<file path="config.mk">
export PLATFORM = sky130hd
export DESIGN_NAME = dma_irq_ctrl
export DESIGN_NICKNAME = d
export VERILOG_FILES = /design/src/rtl/dma_irq_ctrl_pkg.sv /design/src/rtl/dma_irq_ctrl_flags.sv /design/src/rtl/dma_irq_ctrl_master.sv /design/src/rtl/dma_irq_ctrl.sv
export SDC_FILE = /design/constraint.sdc
export NUM_CORES = 1
export LEC_CHECK = 0
export BUFFER_PORTS_ARGS = -buffer_cell sky130_fd_sc_hd__clkbuf_2
export CAP_MARGIN = 10
export CORE_UTILIZATION = 38
export DETAILED_ROUTE_END_ITERATION = 10
export PLACE_DENSITY_LB_ADDON = 0.2
export SETUP_SLACK_MARGIN = 0.5
export SLEW_MARGIN = 20
export SYNTH_ARGS = -nofsm -noshare
export SYNTH_HDL_FRONTEND = slang
export SYNTH_SLANG_ARGS = --single-unit
</file>
<file path="constraint.sdc">
create_clock -name clk_i -period 1.2 [get_ports clk_i]
set_input_delay 0.12 -clock clk_i [delete_from_list [all_inputs] [get_ports clk_i]]
set_output_delay 0.12 -clock clk_i [all_outputs]
set_load 0.02 [all_outputs]
</file>
<file path="src/rtl/dma_irq_ctrl_pkg.sv">
package dma_irq_ctrl_pkg;
  localparam int unsigned REG_W    = 32;
  localparam int unsigned NUM_CH   = 7;
  localparam int unsigned RAW_W    = 6;   // plain storage bits 5:0
  localparam int unsigned BERR_BIT = 15;
  localparam int unsigned EN_LSB   = 16;
  localparam int unsigned GEN_BIT  = EN_LSB + NUM_CH;   // 23
  localparam int unsigned FLAG_LSB = GEN_BIT + 1;       // 24
  localparam int unsigned SENT_BIT = FLAG_LSB + NUM_CH; // 31
  localparam int unsigned RSV_LSB  = RAW_W;
  localparam int unsigned RSV_W    = BERR_BIT - RAW_W;

  typedef logic [NUM_CH-1:0] ch_vec_t;

  typedef struct packed {
    logic             gen;
    ch_vec_t          en;
    logic             berr;
    logic [RAW_W-1:0] raw;
  } ctrl_t;
endpackage

</file>
<file path="src/rtl/dma_irq_ctrl_flags.sv">
module dma_irq_ctrl_flags
  import dma_irq_ctrl_pkg::*;
#(
  parameter int unsigned N = NUM_CH
) (
  input  logic         clk_i,
  input  logic         rst_ni,
  input  logic         wr_en_i,
  input  logic [N-1:0] clr_i,
  input  logic [N-1:0] en_nxt_i,
  input  logic [N-1:0] done_i,
  output logic [N-1:0] flags_q_o,
  output logic [N-1:0] flags_nxt_o
);
  for (genvar g = 0; g < N; g++) begin : g_ch
    logic kept;
    logic flag_q;
    // set from a completion pulse wins over a same-cycle clear
    assign kept           = flag_q & ~(wr_en_i & clr_i[g]);
    assign flags_nxt_o[g] = kept | (done_i[g] & en_nxt_i[g]);
    always_ff @(posedge clk_i or negedge rst_ni) begin
      if (!rst_ni) flag_q <= 1'b0;
      else         flag_q <= flags_nxt_o[g];
    end
    assign flags_q_o[g] = flag_q;
  end
endmodule

</file>
<file path="src/rtl/dma_irq_ctrl_master.sv">
module dma_irq_ctrl_master
  import dma_irq_ctrl_pkg::*;
#(
  parameter int unsigned N = NUM_CH
) (
  input  logic         clk_i,
  input  logic         rst_ni,
  input  logic         gen_nxt_i,
  input  logic         berr_nxt_i,
  input  logic [N-1:0] flags_nxt_i,
  output logic         sent_o,
  output logic         req_o
);
  logic cond_nxt;
  logic sent_q;
  logic req_q;

  assign cond_nxt = (gen_nxt_i & (|flags_nxt_i)) | berr_nxt_i;

  always_ff @(posedge clk_i or negedge rst_ni) begin
    if (!rst_ni) begin
      sent_q <= 1'b0;
      req_q  <= 1'b0;
    end else begin
      sent_q <= cond_nxt;
      req_q  <= cond_nxt & ~sent_q;
    end
  end

  assign sent_o = sent_q;
  assign req_o  = req_q;
endmodule

</file>
<file path="src/rtl/dma_irq_ctrl.sv">
module dma_irq_ctrl
  import dma_irq_ctrl_pkg::*;
(
  input  logic              clk_i,
  input  logic              rst_ni,
  input  logic              wr_en_i,
  input  logic [REG_W-1:0]  wr_data_i,
  input  logic [NUM_CH-1:0] ch_done_i,
  output logic [REG_W-1:0]  reg_o,
  output logic              irq_req_o
);
  ctrl_t   ctrl_q, ctrl_nxt, ctrl_wr;
  ch_vec_t flags_q, flags_nxt;
  logic    sent;

  assign ctrl_wr.raw  = wr_data_i[RAW_W-1:0];
  assign ctrl_wr.berr = wr_data_i[BERR_BIT];
  assign ctrl_wr.en   = wr_data_i[EN_LSB +: NUM_CH];
  assign ctrl_wr.gen  = wr_data_i[GEN_BIT];
  assign ctrl_nxt     = wr_en_i ? ctrl_wr : ctrl_q;

  always_ff @(posedge clk_i or negedge rst_ni) begin
    if (!rst_ni) ctrl_q <= '0;
    else         ctrl_q <= ctrl_nxt;
  end

  dma_irq_ctrl_flags #(.N(NUM_CH)) u_flags (
    .clk_i       (clk_i),
    .rst_ni      (rst_ni),
    .wr_en_i     (wr_en_i),
    .clr_i       (wr_data_i[FLAG_LSB +: NUM_CH]),
    .en_nxt_i    (ctrl_nxt.en),
    .done_i      (ch_done_i),
    .flags_q_o   (flags_q),
    .flags_nxt_o (flags_nxt)
  );

  dma_irq_ctrl_master #(.N(NUM_CH)) u_master (
    .clk_i       (clk_i),
    .rst_ni      (rst_ni),
    .gen_nxt_i   (ctrl_nxt.gen),
    .berr_nxt_i  (ctrl_nxt.berr),
    .flags_nxt_i (flags_nxt),
    .sent_o      (sent),
    .req_o       (irq_req_o)
  );

  assign reg_o = {sent, flags_q, ctrl_q.gen, ctrl_q.en, ctrl_q.berr,
                  {RSV_W{1'b0}}, ctrl_q.raw};
endmodule

</file>
==> metrics.csv <==
stage,metric,value,unit
drt,detailed_route_via_count,939,
layout,final_common_cell,clkbuf_2,
hold_path,path_type_of_the_worst_min_delay_path,primary input to asynchronous set/reset pin,
critical_path,worstPathCellList,"a21oi_2, o221ai_2, nor4_4, a211oi_1",
drt,antenna_violating_nets_post_route,0,
global_route,grt_antenna_before_repair,0,
logic_synthesis,ys_seq_elements,24,
power,maximum_resistive_drop_on_vdd,692,µV
critical_path,critical_path_class,flip-flop to flip-flop,
drt,initialDrtViolationCount,30,
logic_synthesis,synth_top_family_by_area,buffers and inverters,
timing,period_needed,1.24,ns
layout,layout.cells.most_common_list,"clkbuf_2 (31), buf_6 (16), mux2_4 (14), dfrtp_2 (13), buf_8 (12)",
floorplanning,die_w,57.8,µm
layout,fin_nets,206,
timing,number_of_slew_limit_violations_in_the_final_report,0,
run_status,run_status,"finished, violations left",
logic_synthesis,synth_compound_area_frac,0.118,
clocking,insertion_delay_to_the_later_sink_of_the_worst_skew_pair,0.32,ns
global_route,overflow,0,
clocking,htree_num_levels,1,
drt,first_pass_iters,9,
power,p_total,2470,µW
timing,finalSetupViolations,5,
drt,drt-total-wl,2810,µm
floorplanning,fp-row-count,19,
critical_path,worst-path-max-fanout,2,
timing,hold_ws,-0.221,ns
global_route,vias_in_the_first_global_route,955,
critical_path,critPathArrivalTime,1.44,ns
placed_design,port-buffer-count,55,
power,p_per_area,1230,mW/mm²
clocking,cts_buffer_depth,2,
timing,fin_crit_sh,1.03,
logic_synthesis,syn_avg_cell_area,12.7,µm²
critical_path,critPathCaptureType,flip-flop,
logic_synthesis,netlist-cell-type-count,17,
clocking,cts.clk_slew.worst_paths,0.14,ns
timing,max-slew-margin-rel,0.590,
logic_synthesis,yosysWarnings,0,
timing,unrepaired_setup_endpoints_after_global_routing,yes,
run,maxCapViolCount,0,
timing,finalWorstSetupSlack,-0.0412,ns
drt,drt-wirelength-per-cell,14.5,µm
global_route,grt_max_degree,25,
floorplanning,top_level_ports,75,
clocking,clkSinkCount,24,
timing,peak_freq,0.806,GHz
critical_path,timing.critical_path.slowest_cell_delay,0.44,ns
floorplanning,y_dimension_of_the_die,57.8,µm
drt,vias_per_cell,4.84,
layout,final_core_utilization,0.707,
floorplanning,fp.coreArea,0.00285,mm²
logic_synthesis,synth_simple_gate_area_share,0.0698,
clocking,tritoncts.num_buffers,3,
run_status,failing_checks,"DRC, hold timing, setup timing",
layout,area_growth,70.5,%
logic_synthesis,portion_of_the_post_synthesis_area_used_by_sequential_elements,0.507,
logic_synthesis,synth_mux_area_frac,0.143,
floorplanning,floorplan.initialDensity,0.415,
critical_path,cell_type_of_the_slowest_stage_on_the_worst_timing_path,dfrtp_2,
clocking,cts.root.buffer_cell,clkbuf_4,
drt,drcViolationCount,4,
logic_synthesis,post_synth_inst_count,93,
placed_design,place_hpwl,1860,µm
critical_path,rr_worst_depth,4,
critical_path,crit_required,1.40,ns
clocking,tritoncts,built,
layout,antenna_cell_count,0,
power,total_leakage_power,0.000971,µW
timing,finalClockSkew,0.0145,ns
logic_synthesis,share_of_the_synthesized_netlist_area_taken_by_xor_and_xnor_gates,0,
global_route,first_pass_grt_wire_length,4250,µm
timing,worst-slew-pin-transition,0.615,ns
critical_path,regToRegEndpoint,u_master.req_o,
layout,post_route_cells_drive_above_1_share,0.785,
critical_path,setup.worst_path.start_class,flip-flop,
timing,hold_violations,24,
floorplanning,die_area,0.00334,mm²
critical_path,critical_path.reg2reg.startpoint,reg_o[18],
logic_synthesis,synth_fa_ha_area_frac,0,
placed_design,routabilityCongestion,0.648,
critical_path,setup.reg_to_reg.worst_slack,-0.04,ns
logic_synthesis,mappedNetlistArea,0.00118,mm²
global_route,gr-usage-all-layers,0.169,
stage by stage:
step                std cells  TNS [ns]  worst slack, ns  instance area, µm²
floorplan                 101   -0.0114          -0.0114                1340
global placement          174   -0.0270          -0.0247                1540
detailed placement        174   -0.0755          -0.0454                1540
CTS                       184   -0.0764          -0.0429                1870
global route              194    -0.509           -0.154                2020
finish                    194    -0.139          -0.0412                2020
Yosys cell counts (all sizes together):
master | instances | area [µm²]
buf | 20 | 161
nand3 | 7 | 45.0
a211oi | 1 | 7.51
nor4 | 2 | 33.8
o221ai | 7 | 92.6
dfrtp | 24 | 601
inv | 7 | 26.3
conb | 1 | 3.75
a21oi | 8 | 40.0
mux2 | 15 | 169
nor2 | 1 | 3.75
logic make-up after synthesis:
family                 count (synthesis)
flip-flops                            24
buffers and inverters                 27
AO/OA/AOI/OAI                         16
other                                  1
multiplexers                          15
AND/OR/NAND/NOR                       10
power by group:
group | internal, µW | switching (µW)
Clock | 338 | 249
Combinational | 508 | 381
Sequential | 907 | 91.8
Total | 1750 | 722
critical path: cells and delay by family (launching register included):
family / cells / cell delay (ns)
DFF: 1 / 0.44
and+or+nand+nor: 1 / 0.30
AOI/OAI and AO/OA: 3 / 0.38
sequential cells by signal (all words and copies together) (netlist names):
| name | flops |
|---|---|
| u_master.sent_o | 1 |
| u_master.req_o | 1 |
| reg_o | 15 |
| u_flags.g_ch.flag_q | 7 |
final cells by class:
type / count / area (µm²)
Timing Repair Buffer: 78 / 739
Fill cell: 216 / 835
Tap cell: 31 / 38.8
Sequential cell: 24 / 617
Inverter: 7 / 26.3
Multi-Input combinational cell: 50 / 544
Clock buffer: 3 / 22.5
Clock inverter: 1 / 30.0
metal layers:
metal / GRT usage / vias up / wire length, µm
met5: 0 / - / 0
met4: 0.0612 / 0 / 27
met3: 0.0313 / 4 / 145
met2: 0.299 / 41 / 1570
met1: 0.205 / 452 / 1070
li1: - / 442 / -
worst max-delay path by stage:
stage | end | cells past startpoint | slack, ns | startpoint
2_1_floorplan | u_master.req_o | 4 | -0.01 | reg_o[18]
3_3_place_gp | u_master.req_o | 5 | -0.02 | wr_en_i
3_5_place_dp | u_master.req_o | 5 | -0.05 | wr_en_i
4_1_cts | u_master.req_o | 4 | -0.04 | reg_o[18]
5_1_grt | u_master.req_o | 4 | -0.15 | reg_o[22]
6_report | u_master.req_o | 4 | -0.04 | reg_o[18]
timing repair:
item                                    in CTS  in global routing
endpoints found under the setup margin      48                 48
buffers inserted                             6                 10
hold endpoints to repair                    24                 24
resized for setup                           52                 25
pin swaps                                    2                  1
Note: power is estimated with default switching activity, not from simulation.
